$ cat src/rtl/psram_pkg.sv
`timescale 1ns/1ps
package psram_pkg;

  // Order of beats inside a four-word group.
  typedef enum logic {
    ORDER_LINEAR = 1'b0,
    ORDER_XOR    = 1'b1
  } burst_order_e;

  localparam int BEAT_W = 2;

  // Low address bits for beat n given the captured start bits.
  function automatic logic [BEAT_W-1:0] beat_bits(
    input logic [BEAT_W-1:0] start,
    input logic [BEAT_W-1:0] beat,
    input burst_order_e      order
  );
    logic [BEAT_W-1:0] res;
    if (order == ORDER_XOR) res = start ^ beat;
    else                    res = start + beat;
    return res;
  endfunction

endpackage

$ cat src/rtl/psram_rst_sync.sv
`timescale 1ns/1ps
module psram_rst_sync #(
  parameter int STAGES = 2
) (
  input  logic clk,
  input  logic rst_ni,
  output logic rst_no
);
  logic [STAGES-1:0] sync_q;
  logic [STAGES-1:0] sync_d;

  always_comb begin
    sync_d = {sync_q[STAGES-2:0], 1'b1};
  end

  always_ff @(posedge clk or negedge rst_ni) begin
    if (!rst_ni) sync_q <= '0;
    else         sync_q <= sync_d;
  end

  assign rst_no = sync_q[STAGES-1];
endmodule

$ cat src/rtl/psram_ctl.sv
`timescale 1ns/1ps
module psram_ctl
  import psram_pkg::*;
#(
  parameter  int AW     = 6,
  parameter  int DW     = 32,
  parameter  int LANE_W = 8,
  localparam int NB     = DW / LANE_W
) (
  input  logic          clk,
  input  logic          rst_ni,
  input  logic [AW-1:0] addr,
  input  logic [DW-1:0] din,
  input  logic          cs_a_n,
  input  logic          cs_b,
  input  logic          cs_c_n,
  input  logic          strb_cpu_n,
  input  logic          strb_ctl_n,
  input  logic          adv_n,
  input  logic [NB-1:0] lane_en_n,
  input  logic          lane_wr_n,
  input  logic          all_wr_n,
  input  logic          burst_ilv,
  output logic [AW-1:0] acc_addr,
  output logic          acc_sel,
  output logic          acc_wr,
  output logic [NB-1:0] acc_mask,
  output logic [DW-1:0] acc_wdata
);
  // Burst state
  logic [AW-1:0]     base_q, base_d;
  logic [BEAT_W-1:0] cnt_q, cnt_d;
  logic              sel_q, sel_d;

  // Decoded edge
  logic              ld_cpu, ld_any, sel_hit;
  logic [NB-1:0]     lanes_sel, mask_d;
  logic              wr_d;
  logic [AW-1:0]     addr_d;
  burst_order_e      order;

  assign order = burst_order_e'(burst_ilv);

  always_comb begin
    ld_cpu  = !strb_cpu_n && !cs_a_n;
    ld_any  = ld_cpu || !strb_ctl_n;
    sel_hit = !cs_a_n && cs_b && !cs_c_n;

    if (ld_any) begin
      base_d = addr;
      cnt_d  = '0;
      sel_d  = sel_hit;
    end else begin
      base_d = base_q;
      sel_d  = sel_q;
      cnt_d  = adv_n ? cnt_q : cnt_q + 1'b1;
    end

    addr_d = {base_d[AW-1:BEAT_W], beat_bits(base_d[BEAT_W-1:0], cnt_d, order)};

    if (!all_wr_n)       lanes_sel = '1;
    else if (!lane_wr_n) lanes_sel = ~lane_en_n;
    else                 lanes_sel = '0;

    wr_d   = sel_d && !ld_cpu && (|lanes_sel);
    mask_d = wr_d ? lanes_sel : '0;
  end

  always_ff @(posedge clk or negedge rst_ni) begin
    if (!rst_ni) begin
      base_q   <= '0;
      cnt_q    <= '0;
      sel_q    <= 1'b0;
      acc_addr <= '0;
      acc_sel  <= 1'b0;
      acc_wr   <= 1'b0;
      acc_mask <= '0;
    end else begin
      base_q   <= base_d;
      cnt_q    <= cnt_d;
      sel_q    <= sel_d;
      acc_addr <= addr_d;
      acc_sel  <= sel_d;
      acc_wr   <= wr_d;
      acc_mask <= mask_d;
    end
  end

  // Write data only loads on a write edge.
  always_ff @(posedge clk) begin
    if (wr_d) acc_wdata <= din;
  end

  // no capture and no advance keeps the beat count
  p_hold_cnt_r3: assert property (@(posedge clk) disable iff (!rst_ni)
    (!ld_any && adv_n) |=> $stable(cnt_q));

  // upper address bits never move inside a burst
  p_upper_fixed_r4: assert property (@(posedge clk) disable iff (!rst_ni)
    !ld_any |=> $stable(acc_addr[AW-1:BEAT_W]));

  // processor strobe capture is a read
  p_cpu_read_r9: assert property (@(posedge clk) disable iff (!rst_ni)
    ld_cpu |=> (!acc_wr && acc_mask == '0));

  // global write on a selected continuation edge writes every lane
  p_gw_mask_r8: assert property (@(posedge clk) disable iff (!rst_ni)
    (!all_wr_n && !ld_any && sel_q) |=> (acc_wr && acc_mask == '1));
endmodule

$ cat src/rtl/psram_array.sv
`timescale 1ns/1ps
module psram_array #(
  parameter  int AW     = 6,
  parameter  int DW     = 32,
  parameter  int LANE_W = 8,
  localparam int NB     = DW / LANE_W,
  localparam int DEPTH  = 1 << AW
) (
  input  logic          clk,
  input  logic          rst_ni,
  input  logic [AW-1:0] acc_addr,
  input  logic          acc_sel,
  input  logic          acc_wr,
  input  logic [NB-1:0] acc_mask,
  input  logic [DW-1:0] acc_wdata,
  output logic [DW-1:0] rd_data,
  output logic          rd_vld
);
  logic          rd_en;
  logic [DW-1:0] rd_word;

  assign rd_en = acc_sel & ~acc_wr;

  for (genvar g = 0; g < NB; g++) begin : g_lane
    logic [LANE_W-1:0] lane_mem [DEPTH];

    always_ff @(posedge clk) begin
      if (acc_wr && acc_mask[g]) lane_mem[acc_addr] <= acc_wdata[g*LANE_W +: LANE_W];
    end

    assign rd_word[g*LANE_W +: LANE_W] = lane_mem[acc_addr];
  end

  always_ff @(posedge clk) begin
    if (rd_en) rd_data <= rd_word;
  end

  always_ff @(posedge clk or negedge rst_ni) begin
    if (!rst_ni) rd_vld <= 1'b0;
    else         rd_vld <= rd_en;
  end

  // a deselected slot never reaches the array as a write
  p_desel_nowrite_r10: assert property (@(posedge clk) disable iff (!rst_ni)
    !acc_sel |-> (!acc_wr && acc_mask == '0));
endmodule

$ cat src/rtl/psram_out.sv
`timescale 1ns/1ps
module psram_out #(
  parameter int DW = 32
) (
  input  logic          clk,
  input  logic          rst_ni,
  input  logic [DW-1:0] rd_data,
  input  logic          rd_vld,
  input  logic          oe_n,
  input  logic          sleep,
  output logic [DW-1:0] dout,
  output logic          dout_oe
);
  logic [DW-1:0] out_data;
  logic          out_vld;

  always_ff @(posedge clk) begin
    if (rd_vld) out_data <= rd_data;
  end

  always_ff @(posedge clk or negedge rst_ni) begin
    if (!rst_ni) out_vld <= 1'b0;
    else         out_vld <= rd_vld;
  end

  // Asynchronous gating of the registered word.
  always_comb begin
    dout_oe = out_vld & ~oe_n & ~sleep;
    dout    = dout_oe ? out_data : '0;
  end

  // gated output shows nothing while disabled
  p_float_r11: assert property (@(posedge clk) disable iff (!rst_ni)
    (oe_n || sleep) |-> (!dout_oe && dout == '0));
endmodule

$ cat src/rtl/psram_burst.sv
`timescale 1ns/1ps
module psram_burst #(
  parameter  int AW     = 6,
  parameter  int DW     = 32,
  parameter  int LANE_W = 8,
  localparam int NB     = DW / LANE_W
) (
  input  logic          clk,
  input  logic          rst_n,
  input  logic [AW-1:0] addr,
  input  logic [DW-1:0] din,
  input  logic          cs_a_n,
  input  logic          cs_b,
  input  logic          cs_c_n,
  input  logic          strb_cpu_n,
  input  logic          strb_ctl_n,
  input  logic          adv_n,
  input  logic [NB-1:0] lane_en_n,
  input  logic          lane_wr_n,
  input  logic          all_wr_n,
  input  logic          burst_ilv,
  input  logic          oe_n,
  input  logic          sleep,
  output logic [DW-1:0] dout,
  output logic          dout_oe
);
  logic          rst_s;
  logic [AW-1:0] acc_addr;
  logic          acc_sel, acc_wr;
  logic [NB-1:0] acc_mask;
  logic [DW-1:0] acc_wdata;
  logic [DW-1:0] rd_data;
  logic          rd_vld;

  psram_rst_sync #(.STAGES(2)) u_rst (
    .clk    (clk),
    .rst_ni (rst_n),
    .rst_no (rst_s)
  );

  psram_ctl #(.AW(AW), .DW(DW), .LANE_W(LANE_W)) u_ctl (
    .clk        (clk),
    .rst_ni     (rst_s),
    .addr       (addr),
    .din        (din),
    .cs_a_n     (cs_a_n),
    .cs_b       (cs_b),
    .cs_c_n     (cs_c_n),
    .strb_cpu_n (strb_cpu_n),
    .strb_ctl_n (strb_ctl_n),
    .adv_n      (adv_n),
    .lane_en_n  (lane_en_n),
    .lane_wr_n  (lane_wr_n),
    .all_wr_n   (all_wr_n),
    .burst_ilv  (burst_ilv),
    .acc_addr   (acc_addr),
    .acc_sel    (acc_sel),
    .acc_wr     (acc_wr),
    .acc_mask   (acc_mask),
    .acc_wdata  (acc_wdata)
  );

  psram_array #(.AW(AW), .DW(DW), .LANE_W(LANE_W)) u_array (
    .clk       (clk),
    .rst_ni    (rst_s),
    .acc_addr  (acc_addr),
    .acc_sel   (acc_sel),
    .acc_wr    (acc_wr),
    .acc_mask  (acc_mask),
    .acc_wdata (acc_wdata),
    .rd_data   (rd_data),
    .rd_vld    (rd_vld)
  );

  psram_out #(.DW(DW)) u_out (
    .clk     (clk),
    .rst_ni  (rst_s),
    .rd_data (rd_data),
    .rd_vld  (rd_vld),
    .oe_n    (oe_n),
    .sleep   (sleep),
    .dout    (dout),
    .dout_oe (dout_oe)
  );

  // a driven output comes from a selected read slot two edges back
  p_latency_r6: assert property (@(posedge clk) disable iff (!rst_s)
    dout_oe |-> ($past(acc_sel, 2) && !$past(acc_wr, 2)));
endmodule

$ cat config.mk
export PLATFORM = sky130hd
export DESIGN_NAME = psram_burst
export DESIGN_NICKNAME = d
export VERILOG_FILES = /design/src/rtl/psram_pkg.sv /design/src/rtl/psram_rst_sync.sv /design/src/rtl/psram_ctl.sv /design/src/rtl/psram_array.sv /design/src/rtl/psram_out.sv /design/src/rtl/psram_burst.sv
export SDC_FILE = /design/constraint.sdc
export NUM_CORES = 2
export LEC_CHECK = 0
export ABC_CLOCK_PERIOD_IN_PS = 1100
export BUFFER_PORTS_ARGS = -buffer_cell sky130_fd_sc_hd__buf_2
export CAP_MARGIN = 20
export CORE_ASPECT_RATIO = 1.1
export CORE_MARGIN = 2
export CORE_UTILIZATION = 51
export CTS_BUF_LIST = sky130_fd_sc_hd__clkbuf_2
export DETAILED_ROUTE_END_ITERATION = 10
export GPL_TIMING_DRIVEN = 0
export PLACE_DENSITY_LB_ADDON = 0.12
export SLEW_MARGIN = 20
export SYNTH_ARGS = -nofsm -noshare
export SYNTH_HDL_FRONTEND = slang
export SYNTH_SLANG_ARGS = --single-unit
$ cat constraint.sdc
create_clock -name clk -period 1.1 [get_ports clk]
set_clock_uncertainty 0.1 [all_clocks]
set_input_delay 0.11 -clock clk [delete_from_list [all_inputs] [get_ports clk]]
set_output_delay 0.11 -clock clk [all_outputs]
set_load 0.03 [all_outputs]
[Word level (Yosys, flattened, before mapping)]
Memories as Yosys holds them, arrays and structs flattened. A register that Yosys moved wholly into a read port is not among the register bits.
Index checks and enable logic that the tools add are counted.
Storage, ports and cells
  flip-flop bits (word level): 88
  memories: 4
  RAM bits: 2048
  output and inout bits: 33
Operators by class
  add/subtract/negate cells: 2
  bitwise gates (word level): 8
  muxes and demuxes: 17
  reductions and logical operators: 16
Memories
  u_array.g_lane[0].lane_mem: words 64, width 8, rd ports 1, clocked after Yosys merged registers in 1, write ports 1, line psram_array.sv:25  | logic [LANE_W-1:0] lane_mem [DEPTH];
  u_array.g_lane[1].lane_mem: words 64, width 8, rd ports 1, clocked after Yosys merged registers in 1, write ports 1, line psram_array.sv:25
  u_array.g_lane[2].lane_mem: words 64, width 8, rd ports 1, clocked after Yosys merged registers in 1, write ports 1, line psram_array.sv:25
  u_array.g_lane[3].lane_mem: words 64, width 8, rd ports 1, clocked after Yosys merged registers in 1, write ports 1, line psram_array.sv:25
Operators with widths (count)
  32-bit 2-to-1 mux: 1
  4-bit 2-to-1 mux: 3
  1-bit logical AND: 9
  1-bit 2-to-1 mux: 9
  2-bit 2-to-1 mux: 3
  6-bit 2-to-1 mux: 1
  1-bit zero test: 5
  4-bit inverter: 1
  4-bit OR reduction: 1
  1-bit bitwise AND: 3
  1-bit inverter: 3
  2-bit by 1-bit adder with 2-bit output (second input constant): 1
  2-bit adder: 1
  2-bit XOR: 1
  1-bit logical OR: 1

[Depth between registers and ports, before layout]
  depth after elaboration: 7
  mapped depth: 12
  depth with buffers taken out: 6

[Hierarchy]
From an unflattened synthesis, not the netlist that was laid out.
Second synthesis, totals
  cells, all modules: 4991
  area total of the unflattened synthesis: 84609.9 um^2
By module, submodules not included
  psram_array: seq. area each 62484.9 um^2, area each 81421.8 um^2, cells an instance 4814, instances 1
  psram_ctl: seq. area each 1361.3 um^2, area each 1674.1 um^2, cells an instance 99, instances 1
  psram_out: seq. area each 985.9 um^2, area each 1460.2 um^2, cells an instance 75, instances 1
  psram_rst_sync: seq. area each 50.0 um^2, area each 53.8 um^2, cells an instance 3, instances 1

[Least setup slack after synthesis]
No wires, ideal clock.
  path type: register to register
  start: reg u_ctl.acc_addr[1]
  end: mem u_array.g_lane[0].lane_mem[25][0] (enable)
  required time: 0.630 ns
  path slack: -1.576 ns
  stages on the path, launching flop included: 11
  arrival: 2.206 ns
  cells stage by stage: dfrtp_1 -> buf_6 -> buf_6 -> buf_2 -> buf_4 -> buf_4 -> buf_2 -> buf_2 -> nor2_1 -> nand2_1 -> nor2_1
RTL lines
  start: declaration: line psram_ctl.sv:24  | output logic [AW-1:0] acc_addr,
  start signal: assignment: line psram_ctl.sv:82  | acc_addr <= addr_d;
  end: declaration: line psram_array.sv:25
No word-level cell before the write port.

==> impl_metrics.ini <==
[yosys]
synth_area_um2 = 82740
yosys-top-cells-count = edfxtp_1, nor2_1, a22oi_1, a221oi_1, clkbuf_1
synthMuxAreaShare_pct = 6.593
synth_top_family_by_area = compound AO/OA/AOI/OAI gates
synth_compound_area_share_pct = 10.04
yosys.area_share.simple_pct = 2.964
yosysMostFrequentCell = edfxtp_1
synth-edff-count = 2144
synthXorXnorAreaFrac_pct = 0.03176
ys_ff_latch = 2164
syn_area_per_cell_um2 = 18.01
synth_top_area_share_pct = 77.81
yosysTopAreaCell = edfxtp_1
seq_area_frac_synth_pct = 78.41
synthFlopType = edfxtp_1
ys_types = 66
ys_async_sr_fraction_pct = 0.9242
postSynthCellCount = 4595
synthAdderAreaFrac_pct = 0.01512
synth_nets = 4651
synth_area_leaders = edfxtp_1, mux4_2, a221oi_1
yosysWarnings = 0

[drt]
wirelength_mm = 378.6
top_layer_used = met5
ant_nets = 0
vias = 57320
wire_per_inst_um = 45.63
met1_length_mm = 124.1
met2_wirelength_mm = 162.6
dr.pass1.iters = 6
drc_errors = 0
dr_wl_met3_mm = 53.06
drt-initial-drc-count = 9679
viasPerCell = 6.909

[worst_setup_path]
rrSetupSlack_ns = -2.67
crit_family = compound AO/OA/AOI/OAI gates
slowest_delay_ns = 1.03
crit_top_cell = buf_12
timing.rr.start = u_ctl.acc_addr[2]
startpoint_type = flip-flop
crit_buf_inv = 4
path_max_fanout = 10
crit_arrival_ns = 5.42
cp_cell_sequence = buf_12 -> clkinvlp_4 -> buf_12 -> buf_8 -> a221o_1 -> a222oi_1 -> o21ai_2 -> or4_4
cpMaxStageDelayCell = a222oi_1
r2r_end = u_array.rd_data[25]
path_class = reg2reg
crit_required_ns = 2.75
end_kind = flip-flop
r2r_cells = 8

[timing]
whs_ns = -1.556
setup_viol = 4077
fmax_mhz = 264.9
post-route-min-period_ns = 3.774
worst_slack_ns = -2.674
hold_viol = 44
rsz0062_at_grt = yes
relSlewSlack_pct = -1.943
drv_slew = 26
min_period_over_period_pct = 343.1
worst_pin_slew_ns = 1.529

[floorplan]
core_um2 = 161700
std_cell_rows = 155
start_util_pct = 51.16
die_w_um = 388.0
die_h_um = 426.5
die-area_um2 = 165500
pin_count = 88

[cts]
cts_buffer_depth = 4
cts_buffers = 551
cts_max_level = 6
cts_hold_buf = 179
clock-sinks = 2164
clkTransAtPathRegs_ns = 0.12
root_buffer = clkbuf_2
worstSkewPairLatency_ns = 2.04
cts_tree = built

[pwr]
p_leak_nw = 34.46
peakVddDrop_mv = 1.096
p_per_area_nw_per_um2 = 1759

[place]
port_buffers = 87
pre_cts_slack_ns = -4.211
dpl.hpwl_mm = 259.8
gp_congestion = 1.077

[layout]
multi_input_area_um2 = 20690
drive_gt1_share_pct = 40.27
fin_util_pct = 64.78
area.growth.synth_to_final_pct = 26.62
nets = 5865
nFillCells = 11570
seqCellArea_um2 = 64890

[global_routing]
grt_overflow = 0
grt_pass1_wl_mm = 482.6
grt_max_degree = 34
grt_pass1_vias = 53930
groute.usage.overall_pct = 45.07
antenna_found_initial = 31

[status]
status = complete, but fails checks
violations = negative hold slack, max-capacitance violations, max-slew violations, negative setup slack

[worst_hold_path]
hp-start = cs_c_n
hp-class = in2reg
hold_path_depth = 3
holdPathEnd = u_ctl.acc_sel

[run]
maxCapViolations = 1
==> what timing repair did <==
item	CTS	global route
gates cloned	2	9
pin swaps	80	124
hold endpoints to repair	82	44
gates resized for setup	655	622
setup endpoints to repair	4061	4109
setup buffers	108	150
==> how the worst max path moves through the flow <==
stage / start / depth (start not counted) / end / slack [ns]
5_1_grt: u_out.out_vld / 4 / dout[30] / -2.53
2_1_floorplan: u_ctl.acc_addr[1] / 9 / u_array.rd_data[26] / -1.34
3_5_place_dp: u_ctl.acc_addr[0] / 9 / u_array.rd_data[7] / -4.21
3_3_place_gp: u_ctl.acc_addr[0] / 9 / u_array.rd_data[7] / -5.20
4_1_cts: u_out.out_vld / 4 / dout[30] / -2.47
6_report: u_ctl.acc_addr[2] / 8 / u_array.rd_data[25] / -2.67
==> metrics by stage <==
| stage | setup TNS (ns) | power, W | instances | cell area (µm²) |
|---|---|---|---|---|
| floorplan | -3339.69 | 0.1054 | 4595 | 85050 |
| global placement | - | 0.1203 | 6801 | 88130 |
| detailed placement | -6962.82 | 0.1211 | 6935 | 90380 |
| CTS | -4649.02 | 0.1767 | 8115 | 100800 |
| global route | -4553.33 | 0.1870 | 8279 | 104700 |
| finish | -4551.85 | 0.1843 | 8296 | 104800 |
==> worst register-to-register path, stage by stage, from the launching register on <==
cell,delay (ns)
dfrtp_1,0.41
buf_12,0.16
clkinvlp_4,0.16
buf_12,0.17
buf_8,0.15
a221o_1,0.31
a222oi_1,1.03
o21ai_2,0.31
or4_4,0.67
==> layout make-up <==
| class | instances | share of cell area, % |
|---|---|---|
| repair buffers | 668 | 7.404 |
| flip-flops and latches | 2164 | 61.94 |
| well taps | 2119 | 2.531 |
| clock buffers | 774 | 3.697 |
| inverters | 4 | 0.02747 |
| diodes | 26 | 0.06210 |
| multi-input cells | 2074 | 19.75 |
| clock inverters | 121 | 0.7213 |
| plain buffers | 346 | 3.871 |
==> where the power goes <==
group | internal [W] | leakage [nW] | switching, W | total [W]
logic | 0.0135 | 11.3 | 0.0259 | 0.0393
registers | 0.0901 | 19.5 | 0.000306 | 0.0905
clock network | 0.0212 | 3.59 | 0.0333 | 0.0545
==> state kept, by name, summed over array words and instances, names as in the netlist <==
register and cells:
u_array.g_lane.lane_mem 2048, u_array.rd_data 32, u_array.rd_vld 1, u_ctl.acc_addr 6, u_ctl.acc_mask 4, u_ctl.acc_sel 1, u_ctl.acc_wdata 32, u_ctl.acc_wr 1
u_ctl.base_q 2, u_ctl.cnt_q 2, u_out.out_data 32, u_out.out_vld 1, u_rst.sync_q 2
==> cells by family (layout without fill, tap and decap cells) <==
| logic type | count (synthesis) | after routing |
|---|---|---|
| simple gates | 541 | 541 |
| flops | 2164 | 2164 |
| compound gates | 1159 | 1159 |
| mux | 369 | 369 |
| fa+ha+maj | 1 | 1 |
| buf+inv | 357 | 1913 |
| other cells | 1 | 27 |
| xor+xnor | 3 | 3 |
==> layout by cell type, fill, tap and decap left out, types with 27 or more instances in the layout <==
master,count
a22o_1,46
buf_6,86
clkinv_1,88
clkbuf_2,821
o22ai_2,28
mux2_2,102
buf_4,204
nor2_1,64
clkbuf_1,35
buf_2,97
buf_16,52
a22oi_1,219
edfxtp_1,2144
a221oi_1,187
a22oi_2,60
o221ai_1,38
a221oi_2,41
a21oi_1,130
nor2_4,251
o22ai_1,77
o21ai_0,109
buf_12,129
buf_8,121
mux2i_1,112
dlygate4sd3_1,179
a221o_1,27
mux4_2,127
==> layer usage <==
layer	track usage, %	vias up
met5	0	-
met1	52.94	29140
met3	17.79	1295
met2	64.90	4981
met4	38.88	10
li1	-	21890
Note: power is estimated with default switching activity, not from simulation.
